<file path="src/rtl/pit_regif.sv">
module pit_regif #(
  parameter int NCH = 3
) (
  input  logic              clk,
  input  logic              rst_n,
  input  logic [1:0]        addr,
  input  logic              wr_en,
  input  logic              rd_en,
  input  logic [7:0]        wdata,
  output logic [7:0]        rdata,
  output logic [NCH-1:0]    ld_stb,
  output logic [16*NCH-1:0] ld_val,
  output logic [3*NCH-1:0]  ch_mode,
  output logic [NCH-1:0]    ch_bcd,
  input  logic [16*NCH-1:0] cnt_in,
  input  logic [NCH-1:0]    out_pin,
  input  logic [NCH-1:0]    loaded
);
  localparam logic [1:0] CMD_ADDR = 2'd3;

  logic [NCH-1:0][1:0]  acc;
  logic [NCH-1:0][2:0]  mode_r;
  logic [NCH-1:0]       bcd_r;
  logic [NCH-1:0]       wr_ptr, rd_ptr, cnt_lat, st_lat;
  logic [NCH-1:0][7:0]  lo_hold, st_val;
  logic [NCH-1:0][15:0] lat_val, val_r, src;
  logic [NCH-1:0]       rd_hit, wr_hit, cmd_ch, ml_hit, ms_hit;

  wire cmd_wr = wr_en && addr == CMD_ADDR;

  for (genvar i = 0; i < NCH; i++) begin : g_ch
    assign rd_hit[i] = rd_en && addr == 2'(i);
    assign wr_hit[i] = wr_en && addr == 2'(i);
    assign cmd_ch[i] = cmd_wr && wdata[7:6] == 2'(i);
    assign ml_hit[i] = cmd_wr && wdata[7:4] == 4'hD && wdata[i+1];
    assign ms_hit[i] = cmd_wr && wdata[7:4] == 4'hE && wdata[i+1];
    assign src[i]    = cnt_lat[i] ? lat_val[i] : cnt_in[16*i +: 16];
    assign ld_val[16*i +: 16] = val_r[i];
    assign ch_mode[3*i +: 3]  = mode_r[i];
    assign ch_bcd[i]          = bcd_r[i];
  end

  always_ff @(posedge clk) begin
    if (!rst_n) begin
      acc <= '1; mode_r <= '0; bcd_r <= '0;
      wr_ptr <= '0; rd_ptr <= '0; cnt_lat <= '0; st_lat <= '0;
      lo_hold <= '0; st_val <= '0; lat_val <= '0; val_r <= '0;
      ld_stb <= '0;
    end else begin
      ld_stb <= '0;
      for (int i = 0; i < NCH; i++) begin
        if (rd_hit[i]) begin
          if (st_lat[i]) st_lat[i] <= 1'b0;
          else if (acc[i] == 2'b11 && !rd_ptr[i]) rd_ptr[i] <= 1'b1;
          else begin
            rd_ptr[i]  <= 1'b0;
            cnt_lat[i] <= 1'b0;
          end
        end
        if (wr_hit[i]) begin
          case (acc[i])
            2'b01: begin ld_stb[i] <= 1'b1; val_r[i] <= {8'h00, wdata}; end
            2'b10: begin ld_stb[i] <= 1'b1; val_r[i] <= {wdata, 8'h00}; end
            default:
              if (!wr_ptr[i]) begin
                lo_hold[i] <= wdata;
                wr_ptr[i]  <= 1'b1;
              end else begin
                ld_stb[i]  <= 1'b1;
                val_r[i]   <= {wdata, lo_hold[i]};
                wr_ptr[i]  <= 1'b0;
              end
          endcase
        end
        if (((cmd_ch[i] && wdata[5:4] == 2'b00) || ml_hit[i]) && !cnt_lat[i]) begin
          cnt_lat[i] <= 1'b1;
          lat_val[i] <= cnt_in[16*i +: 16];
          rd_ptr[i]  <= 1'b0;
        end
        if (cmd_ch[i] && wdata[5:4] != 2'b00) begin
          acc[i]     <= wdata[5:4];
          mode_r[i]  <= wdata[3:1];
          bcd_r[i]   <= wdata[0];
          wr_ptr[i]  <= 1'b0;
          rd_ptr[i]  <= 1'b0;
          cnt_lat[i] <= 1'b0;
          st_lat[i]  <= 1'b0;
        end
        if (ms_hit[i] && !st_lat[i]) begin
          st_lat[i] <= 1'b1;
          st_val[i] <= {out_pin[i], loaded[i], acc[i][0], acc[i][1], mode_r[i], bcd_r[i]};
        end
      end
    end
  end

  always_comb begin
    rdata = 8'h00;
    for (int i = 0; i < NCH; i++) begin
      if (addr == 2'(i)) begin
        if (st_lat[i]) rdata = st_val[i];
        else case (acc[i])
          2'b01:   rdata = src[i][7:0];
          2'b10:   rdata = src[i][15:8];
          default: rdata = rd_ptr[i] ? src[i][15:8] : src[i][7:0];
        endcase
      end
    end
  end
endmodule

</file>
<file path="config.mk">
export PLATFORM = sky130hd
export DESIGN_NAME = pit_regif
export DESIGN_NICKNAME = d
export VERILOG_FILES = /design/src/rtl/pit_regif.sv
export SDC_FILE = /design/constraint.sdc
export NUM_CORES = 1
export LEC_CHECK = 0
export BUFFER_PORTS_ARGS = -buffer_cell sky130_fd_sc_hd__buf_2
export CAP_MARGIN = 20
export CELL_PAD_IN_SITES_DETAIL_PLACEMENT = 0
export CELL_PAD_IN_SITES_GLOBAL_PLACEMENT = 1
export CORE_MARGIN = 2
export CORE_UTILIZATION = 29
export CTS_BUF_LIST = sky130_fd_sc_hd__clkbuf_8
export CTS_CLUSTER_SIZE = 12
export DETAILED_ROUTE_END_ITERATION = 6
export PLACE_DENSITY_LB_ADDON = 0.1
export SLEW_MARGIN = 10
export SYNTH_ARGS = -nofsm -noshare
export SYNTH_HDL_FRONTEND = slang
export SYNTH_SLANG_ARGS = --single-unit
</file>
<file path="constraint.sdc">
create_clock -name clk -period 2.1 [get_ports clk]
set_input_delay 0.105 -clock clk [delete_from_list [all_inputs] [get_ports clk]]
set_output_delay 0.105 -clock clk [all_outputs]
set_load 0.005 [all_outputs]
</file>
; After elaboration in Yosys (flattened, before gate mapping)
; Index checks and enable logic that the tools add are counted.
[totals]
input_bits = 68
reg_bits = 177
output_inout_bits = 71
wordCells = 207
[classes]
n_eq_ne = 22
mux = 54
n_reduce_logical = 85
n_bitwise = 10
[op_table]
columns = cell, count
row1 = $mux W16, 6
row2 = $pmux W16 S2, 3
row3 = $mux W8, 9
row4 = $pmux W8 S2, 3
row5 = $logic_and A1 B1 Y1, 33
row6 = $mux W1, 33
row7 = $reduce_and A2 Y1, 12
row8 = $eq A2 B2 Y1 const B, 9
row9 = $reduce_and A3 Y1, 6
row10 = $reduce_bool A3 Y1, 6
row11 = $ne A2 B1 Y1 const B, 6
row12 = $reduce_or A2 Y1, 6
row13 = $eq A2 B1 Y1 const B, 5
row14 = $not A1 Y1, 10
row15 = $logic_not A1 Y1, 9
row16 = $reduce_or A3 Y1, 3
row17 = $eq A4 B4 Y1 const B, 2
row18 = $reduce_bool A2 Y1, 4
row19 = $logic_not A2 Y1, 3
row20 = $logic_or A1 B1 Y1, 3

; Logic depth before layout (Yosys ltp)
; Gate-level depths: netlist of run 1.
[logic_depth]
word_depth = 8
depth_mapped = 8
depth_no_buf = 7

; Least setup slack after synthesis of run 1
; No wires, ideal clock.
[synth_path]
path_type = register to output
startpoint = register acc[0] (netlist bit)
endpoint = output rdata[0]
n_path_buf = 0
required_ns = 1.995
slack_ns = 0.122
arrival_time_ns = 1.873
stages_incl_launch_ff = 7
cell_sequence = dfxtp_1 > inv_1 > ha_1 > mux2i_1 > a221oi_1 > o32a_1 > o22ai_1
[synth_between]
elab_chain_len = 6
elab_cells_between_ends = 7
classes_between = eq/ne: 2 / mux: 5
[synth_lines]
columns = item, line_no
row1 = from (decl), 21  ; logic [NCH-1:0][1:0] acc;
row2 = "from (signal, indexed assignment)", 81  ; acc[i] <= wdata[5:4];
row3 = $eq A2 B2 Y1 / $eq A2 B1 Y1 (equally long branches), 102  ; else case (acc[i])
row4 = $pmux W8 S2 *, 102
row5 = $mux W8 *, 101  ; if (st_lat[i]) rdata = st_val[i];
row6 = $mux W8 * (3 in a row), 100  ; if (addr == 2'(i)) begin
row7 = to (decl), 10  ; output logic [7:0] rdata,
; Mark *: on every way between the ends. The rest lies on a longest branch, timed or not.

; Final worst setup path of run 1
[layout_path]
startpoint = register acc[4] (netlist bit)
endpoint = output rdata[5]
[layout_between]
elab_chain_len = 4
elab_cells_between_ends = 5
classes_between = eq/ne: 2 / mux: 3
[layout_lines]
columns = item, line_no
row1 = $eq A2 B2 Y1 / $eq A2 B1 Y1 (equally long branches), 102
row2 = $pmux W8 S2 *, 102
row3 = $mux W8 *, 101
row4 = $mux W8 *, 100
; Marks and branches as above.

==> results of run 1 <==
[per-layer routing]
layer	share of wire [%]	wire length, microns	track usage, %	vias up
li1	-	-	-	3686
met1	50	13640	26.45	3414
met2	45	12140	28.85	113
met3	3.0	814	3.267	25
met4	1.6	433	4.790	0
met5	0	0	0	-
[final cells by class]
class | instances | area share (%)
clock buffers | 18 | 2.284
inverters | 16 | 0.5767
clock inverters | 13 | 1.165
well taps | 378 | 4.360
flip-flops and latches | 177 | 32.76
repair buffers | 267 | 17.72
multi-input cells | 667 | 41.14
[synth_stat cells, types with 3 or more instances]
cell type  number
a211o_1         3
inv_1          15
mux2_2         32
nand2b_1        8
a31oi_1         4
buf_4           5
o21ai_1         4
nor2b_1        11
nor3_1         23
o311ai_1        3
o211ai_1        7
or2_2           3
o22ai_1        13
nor3b_2         3
dfxtp_1       177
a221o_1         7
nand2_1       110
nor2_1        140
ha_1           10
buf_2          12
a221oi_1       10
buf_1           3
a22oi_1         4
o311a_1         3
a211oi_1       17
o21ai_0        26
mux2i_1       113
nand3_1        33
a21oi_1        54
clkbuf_1       49
o32a_1          5
[through the flow]
stage | setup slack (ps) | setup TNS, ps | utilization (%) | power, mW | cell area [sq um]
2_1_floorplan | 122.3 | 0 | - | 3.869 | 8145
3_3_place_gp | -43.26 | -61.50 | 34.66 | 4.218 | 9602
3_5_place_dp | -91.93 | -268.6 | 34.66 | 4.214 | 9602
4_1_cts | -369.6 | -2613 | 38.95 | 6.727 | 10790
5_1_grt | -452.8 | -3261 | 39.15 | 6.953 | 10850
6_report | -360.0 | -2362 | 39.15 | 6.647 | 10850
[cells by family (layout without fill, tap and decap cells)]
family,count (synthesis),after routing,share of synthesized area [%]
AOI/OAI and AO/OA,166,166,13.30
xor gates and xnor gates,3,3,0.3226
adders and majority gates,10,10,1.536
buffers and inverters,88,314,4.793
DFF,177,177,43.50
muxes,145,145,18.31
and+or+nand+nor,343,343,18.23
[sequential cells by signal (all words and copies together) (netlist names)]
register	flops
acc	6
ch_bcd	3
ch_mode	9
cnt_lat	3
lat_val	48
ld_stb	3
ld_val	48
lo_hold	24
rd_ptr	3
st_lat	3
st_val	24
wr_ptr	3
[repair_timing]
item,4_1_cts,5_1_grt
setup endpoints to repair,8,9
endpoints found under the hold margin,60,0
pin swaps,18,13
setup buffers,7,1
hold buffers,57,0
gates resized for setup,42,12
[power by group through the flow]
stage          clock (mW)  sequential [mW]  combinational [mW]
2_1_floorplan           0             3.50               0.367
3_3_place_gp            0             3.51               0.705
3_5_place_dp            0             3.51               0.702
4_1_cts              2.46             3.44               0.830
5_1_grt              2.60             3.44               0.909
6_report             2.38             3.44               0.835
[worst min-delay path by stage]
| stage | to | slack [ps] | cells past startpoint |
|---|---|---|---|
| after floorplan | lat_val[16]$_SDFFE_PN0P_ | 250 | 2 |
| after global placement | st_val[7]$_SDFFE_PN0P_ | 340 | 3 |
| after detailed placement | st_val[7]$_SDFFE_PN0P_ | 350 | 3 |
| after CTS | ld_val[29]$_SDFFE_PN0P_ | 10 | 3 |
| after global routing | ch_mode[4]$_SDFFE_PN0P_ | 10 | 3 |
| final | ch_mode[4]$_SDFFE_PN0P_ | 40 | 3 |
[worst max-delay path: cells and delay by family, from the launching register on]
family,cells,cell delay (ps)
compound gates,3,690
mux,1,390
buf+inv,2,190
fa+ha+maj,1,270
flops,1,340
==> run metrics, run 1 <==
status finished with violations; violations in the final reports setup timing; estimated wirelength of the detail-placed design about 19 mm; R2R cell count 7; highest clock frequency the design can meet roughly 400 MHz; Worst Setup Start Kind flop; Register-to-Register Setup Slack ~230 ps; footprint of the multi-input gates roughly 4500 sq um; Final Critical Period about 2500 ps; width of the die 171.6 microns; number of register bits inferred by synthesis roughly 180; final instance count without filler cells about 1500; slew at the pin with the worst max-slew slack between 600 and 700 ps; Root Buffer Master clkbuf_8; cell types with the largest area share after synthesis dfxtp_1, mux2i_1, nor2_1; cell-internal power about 4.8 mW; clock transition time at the flip-flop clock pins of the worst setup and hold paths between 100 and 150 ps; part of the power in registers between 50% and 60%; Fill cells 2972; Reg2Reg Capture Point ld_val[29]$_SDFFE_PN0P_; largest area contributor in the synthesized netlist dfxtp_1; share of cells above drive strength 1 28.24%; FP Rows 61; Worst VDD drop between 300 and 400 uV; maximum clock insertion buffer count 2; count of mapped cells out of synthesis 932; number of antenna violations at the first check in global routing 0; Die H about 170 microns; combinational share of power between 10% and 20%; type of the tightest min-delay check in2reg; total of warnings raised by yosys 0; unrepaired setup endpoints after global routing yes; beginning of the worst hold path wdata[2]; final clock skew about 12 ps; Final nets 1224; critical path's largest stage delay 390 ps; area grow syn2layout 33.18%; area share of the leading cell type in the synthesized netlist between 40% and 50%; most common library cell in the layout ignoring fill and taps dfxtp_1; worst r2r src acc[3]$_SDFFE_PN1P_; wire length per cell after detailed routing ~18 microns; slowest stage cell on the critical path mux2_4; Inserted Clock Buffers 17; footprint of the flip-flops and latches about 3600 sq um; required time of the critical path approximately 2000 ps; final critical-path share of the clock period 117.1%; Worst Path Max Fanout 8; count of buffers inserted at the top-level ports 138; routed wire length 27.03 mm; final setup margin -360.0 ps; first-pass GRT wire length between 40 and 50 mm; sort of element at the end of the critical path primary output; boundary pin count about 140; final number of setup-violating endpoints 8; PwrDens just over 600 nW/um^2; DRC violation total after the first TritonRoute iteration between 300 and 400; worst hold slack 38.57 ps; Async SR Flop Fraction 0%; Antenna Violating Nets Remaining 0; netlist area before placement roughly 8000 sq um; Post-synth top flop dfxtp_1; number of synthesized flops with an enable pin 0; Switching Fraction around 28%; top library cells by usage in the layout, fill and taps aside dfxtp_1, nor2_1, buf_2; H-tree depth 4; sequence of cells on the critical path inv_2 -> ha_4 -> mux2_4 -> a221oi_4 -> o32a_1 -> o22ai_2 -> buf_2; synthesized area per cell between 8 and 9 sq um; total instance count after detailed placement roughly 1400; core region area around 28000 sq um; Total Die Area a little under 30000 sq um; Sink Count 177; source of the critical timing path acc[4]$_SDFFE_PN1P_; number of distinct standard cells referenced by the synthesized netlist 50; starting density of the core slightly below 30%; largest net degree at the start of global routing between 40 and 50; max capacitance violation total 0; Skew-Pair Late Insertion Delay about 460 ps; number of vias per cell about 4.7; total congestion overflow after global routing 0; crit path capture rdata[5]; Slew Limit Fails 0; hold violation count in the final report 0; detailed-route via count just over 7000; Clk pwr share between 30% and 40%; first-pass iteration count of the detailed router 5; leakage power 4.267 nW; number of diodes added for antenna fixing 0; remaining max-slew budget at the tightest pin 54.86%; aggregate global-route resource usage between 10% and 20%; CTS tree yes; weighted congestion reported at the end of routability-driven placement 0.7762; vias in the first global route a little under 7000; Seq/Total Area, Yosys between 40% and 50%; DRC Markers 0; Arrival @ worst endpoint between 2000 and 2500 ps; net switching component of the power around 1.9 mW; Syn Nets between 1000 and 1500; critical path class reg2out
Note: power is estimated with default switching activity, not from simulation.
==> inputs of run 2 (changes only) <==
Settings changed: CORE_ASPECT_RATIO set to 0.7.
==> run metrics, run 2 (synthesis gave the netlist of run 1 again) <==
max capacitance violation total 0; slew at the pin with the worst max-slew slack slightly above 900 ps; number of antenna violations at the first check in global routing 0; source of the critical timing path acc[4]$_SDFFE_PN1P_; CTS tree yes; number of vias per cell roughly 4.8; final clock skew between 7 and 8 ps; Die H 144.2 microns; weighted congestion reported at the end of routability-driven placement 0.7979; clock transition time at the flip-flop clock pins of the worst setup and hold paths ~100 ps; critical path's largest stage delay between 300 and 400 ps; Tot Pwr 6.958 mW; footprint of the flip-flops and latches 3551 sq um; PwrDens around 630 nW/um^2; Root Buffer Master clkbuf_8; most common library cell in the layout ignoring fill and taps dfxtp_1; Final Critical Period around 2500 ps; sort of element at the end of the critical path primary output; core region area 27690 sq um; unrepaired setup endpoints after global routing yes; Skew-Pair Late Insertion Delay between 400 and 500 ps; detailed-route via count approximately 7400; worst r2r src acc[1]$_SDFFE_PN1P_; post-placement cell area ~9700 sq um; first-pass GRT wire length approximately 43 mm; DRC Markers 0; total congestion overflow after global routing 0; critical path class reg2out; largest net degree at the start of global routing 58; leakage power about 4.4 nW; grt met1 use 28.69%; slowest stage cell on the critical path mux2_4; Setup WS pre-CTS -179.8 ps; required time of the critical path 2000 ps; boundary pin count between 100 and 150; number of cells on the worst hold path 3; routed wire length around 28 mm; Slew Limit Fails 0; maximum clock insertion buffer count 2; first-pass iteration count of the detailed router 5; estimated wirelength of the detail-placed design 20.26 mm; Final nets ~1200; violations in the final reports setup timing; R2R cell count 13; Worst VDD drop around 360 uV; H-tree depth 4; DRC violation total after the first TritonRoute iteration between 300 and 400; remaining max-slew budget at the tightest pin 38.44%; type of the tightest min-delay check in2reg; share of cells above drive strength 1 slightly below 30%; most congested layer reported by global routing met2; aggregate global-route resource usage 19.56%; area grow syn2layout 35.76%; count of buffers inserted at the top-level ports roughly 140; Antenna Violating Nets Remaining 0; Worst Path Max Fanout 8; vias in the first global route about 7200; hold violation count in the final report 0; Fin Setup TNS -2773 ps; global-route met3 utilization just under 4%; final setup margin -411.6 ps; sequence of cells on the critical path inv_2 -> ha_4 -> mux2_4 -> a221oi_4 -> o32a_1 -> o22ai_2 -> buf_2; final critical-path share of the clock period 119.6%; status finished with violations; wire length per cell after detailed routing between 15 and 20 microns; width of the die about 200 microns; Total Die Area between 20000 and 30000 sq um; Inserted Clock Buffers 17; Design Area, Final around 11000 sq um; met2 usage in global routing 29.62%; Arrival @ worst endpoint roughly 2400 ps; beginning of the worst hold path wdata[5]; highest clock frequency the design can meet ~400 MHz; footprint of the multi-input gates approximately 4500 sq um; starting density of the core 29.41%; Fill cells a little under 3000; FP Rows a little over 50; Worst Setup Start Kind flop; number of diodes added for antenna fixing 0; top library cells by usage in the layout, fill and taps aside dfxtp_1, nor2_1, buf_2; Sink Count 177; final number of setup-violating endpoints 8
run 2: changes by cell type in the layout (fill, tap and decap cells not counted), sizes merged:
| cell | change |
|---|---|
| inv | -5 |
| bufinv | +3 |
| clkinv | +3 |
| clkbuf | +1 |
| buf | +17 |
| dlygate4sd3 | +1 |
| clkinvlp | -2 |
run 2: area by class of cell:
class,instances,share of cell area (%)
Inverter,16,0.6110
Clock buffer,19,2.365
Multi-Input combinational cell,667,40.50
Sequential cell,177,32.11
Timing Repair Buffer,285,18.73
Clock inverter,12,1.494
Tap cell,371,4.198
run 2: stage by stage:
step                hold slack (ps)  utilization [%]  cells
global route                  3.314            39.93   1547
CTS                           8.668            39.72   1547
detailed placement            352.6            35.00   1448
floorplan                     245.5                -    932
finish                        30.42            39.93   1547
global placement              346.6            35.00   1448
run 2: repair_timing:
item,4_1_cts,5_1_grt
hold buffers,58,0
hold endpoints to repair,60,0
resized for setup,44,12
setup buffers,11,1
pin swaps,17,10
gates cloned,0,0
endpoints found under the setup margin,8,9
run 2: power by group:
part / internal (mW) / switching [mW]
combinational: 0.406 / 0.470
clock: 1.34 / 1.31
sequential: 3.40 / 0.0346
run 2: worst paths after layout:
check                                               end  slack (ps)
worst min-delay path            ld_val[29]$_SDFFE_PN0P_          30
worst min register to register  ld_val[15]$_SDFFE_PN0P_         450
worst max-delay path                           rdata[3]        -410
worst max register to register   ld_val[6]$_SDFFE_PN0P_         120
run 2: per-layer routing:
layer	routed length, microns	vias up
met3	940	16
met2	12310	124
li1	-	3732
met1	15000	3540
met4	238	0
met5	0	-
run 2: critical path: cells and delay by family, from the launching register on:
family | cells | cell delay [ps]
AOI/OAI and AO/OA | 3 | 730
adders and majority gates | 1 | 270
buffers and inverters | 2 | 180
DFF | 1 | 350
muxes | 1 | 390
==> inputs of run 3 (changes only) <==
Settings changed: CAP_MARGIN 20 to unset, CORE_UTILIZATION 29 to 44, SKIP_CTS_REPAIR_TIMING set to 1.
==> run metrics, run 3 (synthesis gave the netlist of run 1 again) <==
most common library cell in the layout ignoring fill and taps dfxtp_1; area grow syn2layout 28.80%; remaining max-slew budget at the tightest pin between 30 and 40%; final clock skew 13.34 ps; routed wire length approximately 24 mm; share of the core filled with cells 58.10%; max capacitance violation total 0; top library cells by usage in the layout, fill and taps aside dfxtp_1, nor2_1, buf_2; Antenna Violating Nets Remaining 0; aggregate global-route resource usage a little under a quarter; critical path's largest stage delay about 370 ps; number of antenna violations at the first check in global routing 0; required time of the critical path approximately 2000 ps; number of diodes added for antenna fixing 0; post-placement cell area 9331 sq um; Worst Setup Start Kind flop; DRC violation total after the first TritonRoute iteration between 500 and 600; width of the die around 170 microns; hold violation count in the final report 0; kind of cell adding the most delay to the critical path compound AO/OA/AOI/OAI gates; weighted congestion reported at the end of routability-driven placement a little over 0.9; critical path class reg2out; unrepaired setup endpoints after global routing yes; Root Buffer Master clkbuf_8; clock transition time at the flip-flop clock pins of the worst setup and hold paths roughly 100 ps; Fill cells around 1700; total congestion overflow after global routing 0; first-pass GRT wire length 36.60 mm; type of the tightest min-delay check in2reg; largest net degree at the start of global routing just under 90; number of buffers and inverters on the critical path 5; slowest stage cell on the critical path o32a_1; Worst VDD drop between 300 and 400 uV; final critical-path share of the clock period 116.4%; total instance count after detailed placement between 1000 and 1500; Setup WS pre-CTS 15.54 ps; final setup margin -344.3 ps; PwrDens 620.5 nW/um^2; Fin Setup TNS -2257 ps; Die H about 120 microns; sequence of cells on the critical path buf_6 -> inv_2 -> ha_2 -> inv_2 -> mux2i_1 -> buf_4 -> a221oi_2 -> o32a_1 -> o22ai_2 -> buf_2; highest clock frequency the design can meet a little over 400 MHz; Final nets around 1200; footprint of the multi-input gates about 4400 sq um; boundary pin count 139; final number of setup-violating endpoints 8; Design Area, Final around 10000 sq um; number of vias per cell about 5.3; Skew-Pair Late Insertion Delay about 470 ps; leakage power around 4.2 nW; maximum clock insertion buffer count 2; Total Die Area 19630 sq um; Final Critical Period around 2400 ps; core region area roughly 18000 sq um; Tot Pwr 6.510 mW; FP Rows 41; Worst Path Max Fanout 8; estimated wirelength of the detail-placed design roughly 16 mm; cell repeated most along the worst path inv_2; CTS tree yes; Inserted Clock Buffers 17; sort of element at the end of the critical path primary output; first-pass iteration count of the detailed router 5; Sink Count ~180; status finished with violations; H-tree depth 4; DRC Markers 0; count of buffers inserted at the top-level ports about 140; Slew Limit Fails 0; slew at the pin with the worst max-slew slack 895.0 ps; final instance count without filler cells ~1400; Arrival @ worst endpoint about 2300 ps; violations in the final reports setup timing; wire length per cell after detailed routing 17.15 microns; share of cells above drive strength 1 27.26%; worst hold slack ~24 ps; starting density of the core between 40% and 50%; vias in the first global route 6620; detailed-route via count 7293; footprint of the flip-flops and latches between 3000 and 4000 sq um
-- run 3: cell count changes in the layout (fill, tap and decap cells not counted), sizes merged, moves of 2 or more --
cell,previous run,this run
buf,227,200
bufinv,4,0
inv,17,21
clkbuf,19,17
clkinvlp,1,3
dlygate4sd3,58,56
-- run 3: routing by layer --
metal	up-vias	global-route usage, %	routed length [microns]
li1	3653	-	-
met1	3448	35.54	12240
met2	174	34.12	10140
met3	18	4.943	1162
met4	0	4.957	198
met5	-	0	0
-- run 3: final timing paths --
kind / startpoint / to / slack [ps] / depth (start not counted)
max: acc[1]$_SDFFE_PN1P_ / rdata[5] / -340 / 10
min: wdata[7] / lo_hold[7]$_SDFFE_PN0P_ / 20 / 3
max reg2reg: acc[5]$_SDFFE_PN1P_ / ld_val[38]$_SDFFE_PN0P_ / 230 / 8
min reg2reg: ld_val[29]$_SDFFE_PN0P_ / ld_val[29]$_SDFFE_PN0P_ / 450 / 2
-- run 3: area by class of cell --
type	count	share of cell area [%]
Multi-Input combinational cell	667	42.16
Clock buffer	17	2.230
Timing Repair Buffer	256	16.88
Tap cell	236	2.815
Inverter	16	0.6202
Clock inverter	15	1.455
Sequential cell	177	33.85
-- run 3: worst register-to-register path: cells and delay by family, from the launching register on --
kind,cells,cell delay [ps]
flip-flops,1,370
AND/OR/NAND/NOR,1,50
AO/OA/AOI/OAI,2,600
buffers and inverters,4,570
adder cells (fa/ha/maj),1,170
-- run 3: where the power goes --
part | switching, mW | total [mW] | internal, mW
logic | 0.426 | 0.791 | 0.365
clock network | 1.41 | 2.29 | 0.875
registers | 0.0318 | 3.43 | 3.40
